## src/rtl/pwm_timer_pkg.sv

```systemverilog
package pwm_timer_pkg;
  localparam int unsigned ADDR_W = 3;

  localparam logic [ADDR_W-1:0] A_CTRL = 3'd0;
  localparam logic [ADDR_W-1:0] A_MODE = 3'd1;
  localparam logic [ADDR_W-1:0] A_OEN  = 3'd2;
  localparam logic [ADDR_W-1:0] A_PSC  = 3'd3;
  localparam logic [ADDR_W-1:0] A_ARR  = 3'd4;
  localparam logic [ADDR_W-1:0] A_CNT  = 3'd5;
  localparam logic [ADDR_W-1:0] A_CMP  = 3'd6;

  localparam int unsigned CTRL_RUN_BIT = 0;
  localparam int unsigned CTRL_ARP_BIT = 7;
  localparam int unsigned MODE_LSB     = 4;
  localparam int unsigned MODE_CPE_BIT = 3;
  localparam int unsigned OEN_BIT      = 0;

  typedef enum logic [2:0] {
    OCM_FORCE_LO = 3'd4,
    OCM_FORCE_HI = 3'd5,
    OCM_PWM_LO   = 3'd6,
    OCM_PWM_HI   = 3'd7
  } ocm_e;
endpackage

```

## src/rtl/pwm_shadow_reg.sv

```systemverilog
module pwm_shadow_reg #(
  parameter int unsigned W = 16,
  parameter logic [W-1:0] RST_VAL = '0
) (
  input  logic         clk_i,
  input  logic         rst_ni,
  input  logic         wr_i,
  input  logic [W-1:0] wdata_i,
  input  logic         pe_i,
  input  logic         upd_i,
  output logic [W-1:0] buf_o,
  output logic [W-1:0] act_o
);
  always_ff @(posedge clk_i or negedge rst_ni) begin
    if (!rst_ni) begin
      buf_o <= RST_VAL;
      act_o <= RST_VAL;
    end else begin
      if (wr_i) buf_o <= wdata_i;
      // immediate write wins over a concurrent update
      if (wr_i && !pe_i) act_o <= wdata_i;
      else if (upd_i)    act_o <= buf_o;
    end
  end
endmodule

```

## src/rtl/pwm_timebase.sv

```systemverilog
module pwm_timebase #(
  parameter int unsigned CNT_W = 16
) (
  input  logic             clk_i,
  input  logic             rst_ni,
  input  logic             en_i,
  input  logic             cen_i,
  input  logic [CNT_W-1:0] psc_i,
  input  logic [CNT_W-1:0] arr_i,
  input  logic             cnt_wr_i,
  input  logic [CNT_W-1:0] cnt_wdata_i,
  output logic [CNT_W-1:0] cnt_o,
  output logic             wrap_o,
  output logic             upd_o
);
  logic [CNT_W-1:0] div_q;
  logic tick;

  assign tick   = en_i && cen_i && !cnt_wr_i && (div_q == psc_i);
  assign wrap_o = tick && (cnt_o == arr_i);

  always_ff @(posedge clk_i or negedge rst_ni) begin
    if (!rst_ni) begin
      div_q <= '0;
      cnt_o <= '0;
      upd_o <= 1'b0;
    end else begin
      upd_o <= wrap_o;
      if (en_i) begin
        if (cnt_wr_i) begin
          cnt_o <= cnt_wdata_i;
          div_q <= '0;
        end else if (cen_i) begin
          if (tick) begin
            div_q <= '0;
            cnt_o <= wrap_o ? '0 : cnt_o + 1'b1;
          end else begin
            div_q <= div_q + 1'b1;
          end
        end
      end
    end
  end
endmodule

```

## src/rtl/pwm_out_stage.sv

```systemverilog
module pwm_out_stage
  import pwm_timer_pkg::*;
#(
  parameter int unsigned CNT_W = 16
) (
  input  logic [CNT_W-1:0] cnt_i,
  input  logic [CNT_W-1:0] cmp_i,
  input  ocm_e             mode_i,
  input  logic             oen_i,
  input  logic             en_i,
  output logic             pwm_o
);
  logic below, ref_lvl;

  assign below = cnt_i < cmp_i;

  always_comb begin
    case (mode_i)
      OCM_FORCE_HI: ref_lvl = 1'b1;
      OCM_PWM_LO:   ref_lvl = below;
      OCM_PWM_HI:   ref_lvl = !below;
      default:      ref_lvl = 1'b0;
    endcase
  end

  assign pwm_o = en_i && oen_i && ref_lvl;
endmodule

```

## src/rtl/pwm_timer_top.sv

```systemverilog
module pwm_timer_top
  import pwm_timer_pkg::*;
#(
  parameter int unsigned CNT_W = 16
) (
  input  logic              clk_i,
  input  logic              rst_ni,
  input  logic              clk_en_i,
  input  logic              wr_en_i,
  input  logic [ADDR_W-1:0] addr_i,
  input  logic [CNT_W-1:0]  wdata_i,
  output logic [CNT_W-1:0]  rdata_o,
  output logic              pwm_o,
  output logic              update_o
);
  localparam logic [CNT_W-1:0] ARR_RST = {CNT_W{1'b1}};

  logic cen_q, arpe_q, cpe_q, oen_q;
  ocm_e ocm_q;
  logic wr_ok, cnt_wr, wrap;
  logic [CNT_W-1:0] psc_buf, psc_act, arr_buf, arr_act, cmp_buf, cmp_act, cnt_q;

  assign wr_ok  = wr_en_i && clk_en_i;
  assign cnt_wr = wr_ok && (addr_i == A_CNT);

  always_ff @(posedge clk_i or negedge rst_ni) begin
    if (!rst_ni) begin
      cen_q  <= 1'b0;
      arpe_q <= 1'b0;
      cpe_q  <= 1'b0;
      oen_q  <= 1'b0;
      ocm_q  <= ocm_e'(3'd0);
    end else if (wr_ok) begin
      case (addr_i)
        A_CTRL: begin
          cen_q  <= wdata_i[CTRL_RUN_BIT];
          arpe_q <= wdata_i[CTRL_ARP_BIT];
        end
        A_MODE: begin
          ocm_q <= ocm_e'(wdata_i[MODE_LSB +: 3]);
          cpe_q <= wdata_i[MODE_CPE_BIT];
        end
        A_OEN:   oen_q <= wdata_i[OEN_BIT];
        default: ;
      endcase
    end
  end

  pwm_shadow_reg #(.W(CNT_W), .RST_VAL('0)) u_psc (
    .clk_i, .rst_ni, .wr_i(wr_ok && addr_i == A_PSC), .wdata_i,
    .pe_i(1'b1), .upd_i(wrap), .buf_o(psc_buf), .act_o(psc_act)
  );

  pwm_shadow_reg #(.W(CNT_W), .RST_VAL(ARR_RST)) u_arr (
    .clk_i, .rst_ni, .wr_i(wr_ok && addr_i == A_ARR), .wdata_i,
    .pe_i(arpe_q), .upd_i(wrap), .buf_o(arr_buf), .act_o(arr_act)
  );

  pwm_shadow_reg #(.W(CNT_W), .RST_VAL('0)) u_cmp (
    .clk_i, .rst_ni, .wr_i(wr_ok && addr_i == A_CMP), .wdata_i,
    .pe_i(cpe_q), .upd_i(wrap), .buf_o(cmp_buf), .act_o(cmp_act)
  );

  pwm_timebase #(.CNT_W(CNT_W)) u_tb (
    .clk_i, .rst_ni, .en_i(clk_en_i), .cen_i(cen_q),
    .psc_i(psc_act), .arr_i(arr_act),
    .cnt_wr_i(cnt_wr), .cnt_wdata_i(wdata_i),
    .cnt_o(cnt_q), .wrap_o(wrap), .upd_o(update_o)
  );

  pwm_out_stage #(.CNT_W(CNT_W)) u_out (
    .cnt_i(cnt_q), .cmp_i(cmp_act), .mode_i(ocm_q),
    .oen_i(oen_q), .en_i(clk_en_i), .pwm_o
  );

  always_comb begin
    rdata_o = '0;
    case (addr_i)
      A_CTRL: begin
        rdata_o[CTRL_RUN_BIT] = cen_q;
        rdata_o[CTRL_ARP_BIT] = arpe_q;
      end
      A_MODE: begin
        rdata_o[MODE_LSB +: 3]  = ocm_q;
        rdata_o[MODE_CPE_BIT]   = cpe_q;
      end
      A_OEN:   rdata_o[OEN_BIT] = oen_q;
      A_PSC:   rdata_o = psc_buf;
      A_ARR:   rdata_o = arr_buf;
      A_CNT:   rdata_o = cnt_q;
      A_CMP:   rdata_o = cmp_buf;
      default: rdata_o = '0;
    endcase
  end
endmodule

```

## config.mk

```make
export PLATFORM = sky130hd
export DESIGN_NAME = pwm_timer_top
export DESIGN_NICKNAME = d
export VERILOG_FILES = /design/src/rtl/pwm_timer_pkg.sv /design/src/rtl/pwm_shadow_reg.sv /design/src/rtl/pwm_timebase.sv /design/src/rtl/pwm_out_stage.sv /design/src/rtl/pwm_timer_top.sv
export SDC_FILE = /design/constraint.sdc
export NUM_CORES = 1
export LEC_CHECK = 0
export BUFFER_PORTS_ARGS = -buffer_cell sky130_fd_sc_hd__buf_2
export CAP_MARGIN = 15
export CELL_PAD_IN_SITES_DETAIL_PLACEMENT = 1
export CELL_PAD_IN_SITES_GLOBAL_PLACEMENT = 1
export CORE_ASPECT_RATIO = 0.6
export CORE_MARGIN = 5
export CORE_UTILIZATION = 35
export CTS_CLUSTER_SIZE = 16
export DETAILED_ROUTE_END_ITERATION = 8
export GPL_ROUTABILITY_DRIVEN = 0
export HOLD_SLACK_MARGIN = 0.06
export PLACE_DENSITY = 0.62
export SLEW_MARGIN = 20
export SYNTH_ARGS = -nofsm -noshare
export SYNTH_HDL_FRONTEND = slang
export SYNTH_SLANG_ARGS = --single-unit
```

## constraint.sdc

```tcl
create_clock -name clk_i -period 3.9 [get_ports clk_i]
set_input_delay 0.39 -clock clk_i [delete_from_list [all_inputs] [get_ports clk_i]]
set_output_delay 0.39 -clock clk_i [all_outputs]
set_load 0.01 [all_outputs]
```

# --- Word level (Yosys, flattened, before mapping) ---
# Index checks and enable logic that the tools add are counted.
word_totals:
  word_cells: 72
  register_bits: 136
op_classes:
  n_eq_ne: 11
  add_sub_neg: 2
  mux: 17
  n_lt_le_gt_ge: 1
  reduce_logical: 27
ops:
  columns: ["cell", "count"]
  rows:
  - ["2-to-1 mux 16 bit", 11]
  - ["adder 16 x 1 -> 16 bit (second input constant)", 2]
  - ["equality test 16 bit", 2]
  - ["case mux 8 bit (4 select lines)", 1]
  - ["case mux 4 bit (5 select lines)", 1]
  - ["equality test 3 bit (second input constant)", 6]
  - ["less-than comparator 16 bit", 1]
  - ["logical AND 1 bit", 13]
  - ["case mux 2 bit (4 select lines)", 1]
  - ["AND reduction 2 bit", 4]
  - ["nonzero test 2 bit", 4]
  - ["equality test 3 x 2 -> 1 bit (second input constant)", 2]
  - ["case mux 1 bit (6 select lines)", 1]
  - ["case mux 1 bit (5 select lines)", 1]
  - ["logical NOT 1 bit", 4]
  - ["equality test 3 x 1 -> 1 bit (second input constant)", 1]
  - ["logical NOT 3 bit", 1]
  - ["case mux 1 bit (3 select lines)", 1]
  - ["AND reduction 3 bit", 1]

# --- Longest topological paths before layout ---
depth:
  depth_word: 10
  mapped_depth: 10
  mapped_depth_nobuf: 8

# --- By module ---
# From an unflattened synthesis, not the netlist that was laid out.
unflattened:
  cells_unflattened: 692
  area_unflattened_um2: 8216.6
modules_own_cells:
  columns: ["mod", "n_inst", "seq_area_each_um2", "area_per_inst_um2", "cells_per_inst"]
  rows:
  - ["pwm_shadow_reg (u_cmp ...)", 2, 800.8, 1485.2, 87]
  - ["pwm_timebase", 1, 825.8, 2369.8, 263]
  - ["pwm_shadow_reg (u_arr)", 1, 840.8, 1525.2, 87]
  - ["pwm_timer_top", 1, 175.2, 938.4, 113]
  - ["pwm_out_stage", 1, 0.0, 412.9, 55]

# --- Worst setup path before layout ---
# No wires, ideal clock.
synth_path:
  kind: "reg-to-reg"
  start: "register u_tb.cnt_o[10]"
  end: "register u_psc.act_o[0]"
  synth_period_minus_slack_ps: 2203
  t_required_ps: 3775
  arrival_time_ps: 2079
  setup_slack_ps: 1697
  setup_time_ps: 125
  path_stages_with_launch: 9
  cell_sequence: "dfrtp_1 > clkbuf_1 > xnor2_1 > nand4_1 > nor4_4 > and3_1 > buf_4 > buf_2 > mux2_2"
synth_via:
  elab_chain_len: 2
synth_lines:
  columns: ["element", "line", "text"]
  rows:
  - ["from (decl)", "pwm_timebase.sv:12", "output logic [CNT_W-1:0] cnt_o,"]
  - ["from (signal assigned)", "pwm_timebase.sv:31", "cnt_o <= cnt_wdata_i;"]
  - ["from (signal assigned)", "pwm_timebase.sv:36", "cnt_o <= wrap_o ? '0 : cnt_o + 1'b1;"]
  - ["equality test 16 bit", "pwm_timebase.sv:20", "assign wrap_o = tick && (cnt_o == arr_i);"]
  - ["logical AND 1 bit", "pwm_timebase.sv:20", null]
  - ["to (signal assigned)", "pwm_shadow_reg.sv:21", "if (wr_i && !pe_i) act_o <= wdata_i;"]
  - ["to (signal assigned)", "pwm_shadow_reg.sv:22", "else if (upd_i) act_o <= buf_o;"]
  - ["to (decl)", "pwm_shadow_reg.sv:12", "output logic [W-1:0] act_o"]
# Every way passes these cells.
# A chain may end at the register's enable or synchronous reset.

# --- Worst setup path after layout ---
layout_path:
  start: "register u_tb.div_q[0]"
  end: "register u_psc.act_o[1]"
layout_via:
  elab_chain_len: 3
layout_lines:
  columns: ["element", "line", "text"]
  rows:
  - ["from (decl)", "pwm_timebase.sv:16", "logic [CNT_W-1:0] div_q;"]
  - ["from (signal assigned)", "pwm_timebase.sv:38", "div_q <= div_q + 1'b1;"]
  - ["equality test 16 bit", "pwm_timebase.sv:19", "assign tick = en_i && cen_i && !cnt_wr_i && (div_q == psc_i);"]
  - ["logical AND 1 bit", "pwm_timebase.sv:19", null]
  - ["logical AND 1 bit", "pwm_timebase.sv:20", null]
# Every way passes these cells.

==> summary.txt <==
Clocking
  • CTS resizes: 0
  • Root Driver: clkbuf_16
  • Clk_lat worst skew: 0.44 ns
  • H-tree levels: 4
  • Clock tree buffer depth: 2
  • Inserted Clock Buffers: 17
  • CTS tree: built
  • Clock-pin transition on the worst setup and hold timing paths: 0.07 ns
  • CTS Sinks: 136

Route
  • Vias: 5,764
  • WL final: 24,200 um
  • Drt pass-1 iters: 5
  • Vias per inst: 5.58
  • Initial DRC count: 353
  • Average wire per standard cell: 23.5 um
  • # DRC: 0
  • Antenna Nets Post-Route: 0

GRT
  • Total GRT Usage: 20.7%
  • GR Util met2: 30.4%
  • Grt ovf: 0
  • GRT met3 Usage: 4.22%
  • First-pass GRT wire length: 37,800 um
  • Initial antenna violation count: 0
  • Largest net degree at the start of global routing: 81
  • Number of global-route vias before repair: 6,137
  • Met1 GRT Util: 30.7%
  • Most crowded layer after global routing: met1

Worst setup path
  • Critical path class: register to register
  • CP required: 4.22 ns
  • Startpoint Class: register
  • Worst-path cell chain: xor2_1 -> nor4_1 -> and3_1 -> and3_2 -> buf_4 -> mux2_2
  • Worst Path Max Fanout: 31
  • Slowest stage cell on the critical path: and3_2
  • Slowest Stage Delay on Critical Path: 0.87 ns
  • CP Capture Type: register
  • CP arrival: 3.64 ns

Die
  • Die area: 24,600 um^2
  • Initial core utilization: 35.7%
  • Chip Width: 199 um
  • DIE HEIGHT: 123 um
  • Ports: 41
  • Core Area: 21,000 um^2
  • Site row count: 41

Finish
  • Nets: 781
  • Final core utilization: 41.0%
  • Number of diodes: 0
  • Area delta synth->final: 14.8%
  • Layout cell share with drive strength beyond 1: 27.2%

Logic synthesis
  • Post-synth EDFFs: 0
  • Cell Area, Synth: 7510 um^2
  • Mean Syn Cell Area: 10.6 um^2
  • Synth cell count leaders: 104 x dfrtp_1, 76 x mux2_2, 73 x nand2_1, 46 x mux2i_1, 37 x o21ai_0
  • Yosys top cell by area: dfrtp_1
  • Top-count cell post-synth: dfrtp_1
  • Async set-reset flop share out of synthesis: 100%
  • Ranking of synthesized cells by area: dfrtp_1 35%, mux2_2 11%, dfstp_2 11%, mux2i_1 6.1%, nand2_1 3.7%
  • #FFs+latches synth: 136
  • Distinct cell type count after synthesis: 57
  • Top_reg_cell synth: dfrtp_1
  • Post-synthesis sequential area ratio: 45.9%
  • Yosys top cell area share: 34.7%
  • Warnings, synthesis: 0
  • Post-synthesis cell count: 705
  • Syn_nets: 745

STA
  • Max-slew headroom: 33.0%
  • Worst-Margin Slew: 1.00 ns
  • Fin. Hold Viols: 0
  • Final setup fails: 0
  • Fin. max-slew vios: 0
  • Tmin final: 3.32 ns
  • RSZ-0062 raised after global routing: no
  • Max Freq: 0.301 GHz
  • Worst clock skew: 0.00931 ns
  • WHS: 0.248 ns
  • Final period util: 85.1%
  • Setup TNS: 0 ns

Power and ir drop
  • PwrDens: 577 nW/um^2
  • Peak supply drop: 0.000342 V
  • Tot Pwr: 4.97 mW
  • LEAKAGE: 3.74 nW

Placed design
  • HPWL reported at the end of detailed placement: 17,200 um
  • I/O Buffers: 40

Worst hold path
  • Min-Delay Path Class: input pin to register

Job
  • Maximum capacitance violations: 0

Status
  • Status: finished, final reports clean
## where the power goes
part / total [mW] / internal (mW) / switching (mW)
sequential: 2.11 / 1.75 / 0.352
combinational: 1.14 / 0.513 / 0.630
clock: 1.72 / 1.06 / 0.663
## path summary, 6_finish.rpt
kind | startpoint | to | slack [ns] | cells past startpoint
min in group asynchronous | rst_ni | u_psc.act_o[2]$_DFFE_PN0N_ | 0.57 | 2
max in group asynchronous | rst_ni | u_arr.act_o[10]$_DFFE_PN1P_ | 2.33 | 3
worst min-delay path | wdata_i[2] | u_arr.act_o[2]$_DFFE_PN1P_ | 0.25 | 3
worst max-delay path | u_tb.div_q[0]$_DFFE_PN0P_ | u_psc.act_o[1]$_DFFE_PN0N_ | 0.58 | 6
worst min register to register | u_psc.act_o[10]$_DFFE_PN0N_ | u_psc.act_o[10]$_DFFE_PN0N_ | 0.53 | 1
worst max register to register | u_tb.div_q[0]$_DFFE_PN0P_ | u_psc.act_o[1]$_DFFE_PN0N_ | 0.58 | 6
## cells by family (layout without fill, tap and decap cells)
family | after synthesis | in the layout | share of synthesized area, %
AOI/OAI and AO/OA | 124 | 124 | 10.5
xor gates and xnor gates | 46 | 46 | 5.37
adders and majority gates | 17 | 17 | 2.83
buffers and inverters | 57 | 106 | 3.53
DFF | 136 | 136 | 45.9
muxes | 123 | 123 | 17.8
and+or+nand+nor | 202 | 202 | 14.1
## metal layers
| metal | wire, um | vias to the layer above | part of all wire (%) |
|---|---|---|---|
| li1 | - | 2613 | - |
| met1 | 12400 | 2996 | 51 |
| met2 | 10400 | 134 | 43 |
| met3 | 1060 | 21 | 4.4 |
| met4 | 346 | 0 | 1.4 |
| met5 | 0 | - | 0 |
## flip-flops by register name, summed over array words and instances (netlist names)
| signal | cells |
|---|---|
| u_tb.upd_o | 1 |
| oen_q | 1 |
| u_tb.cnt_o | 16 |
| cpe_q | 1 |
| u_tb.div_q | 16 |
| u_arr.buf_o | 16 |
| u_cmp.act_o | 16 |
| u_psc.act_o | 16 |
| cen_q | 1 |
| arpe_q | 1 |
| ocm_q | 3 |
| u_psc.buf_o | 16 |
| u_cmp.buf_o | 16 |
| u_arr.act_o | 16 |
## worst max-delay path: cells and delay by family (launching register included)
kind          cells  cell delay, ns
mux               1            0.36
xor+xnor          1            0.20
simple gates      3            1.81
buf+inv           1            0.36
flops             1            0.45
## cell usage in the layout, fill, tap and decap left out, types with 4 or more instances in the layout
cell and instances:
and4_1 5, a22oi_1 5, buf_2 39, nand3_1 13, o21ai_0 37, nand4_1 14
nand2_1 73, o211ai_1 8, and3_1 11, dfrtp_1 104, xnor2_1 19, a21oi_1 13
inv_1 17, mux2i_1 46, mux2_2 76, a21o_1 4, buf_4 16, clkbuf_16 17
nor4_1 6, dfstp_2 32, xor2_1 27, nor2b_1 8, ha_1 17, nor2_1 35
nand3b_1 7, o21ai_1 15, a31oi_1 12, a22o_1 18
## cell type report
cell class | count | area, um^2
clock buffer | 21 | 470
clock inverter | 11 | 146
sequential | 136 | 3440
multi-input combinational | 512 | 3800
tap | 279 | 349
fill | 2318 | 12400
inverter | 17 | 63.8
timing repair buffer | 57 | 337
## metrics by stage
stage,area (um^2),cells,setup WS (ns)
floorplan,7510,705,1.70
global placement,7990,1000,0.785
finish,8610,1033,0.581
global route,8610,1033,0.379
CTS,8610,1033,0.594
detailed placement,7990,1000,0.636
## repair_timing
action | CTS | global route
hold endpoints to repair | 52 | 0
setup endpoints to repair | 0 | 0
hold buffers | 1 | 0
setup buffers | 0 | 0
No activity file was read; power rests on OpenSTA's default activity.
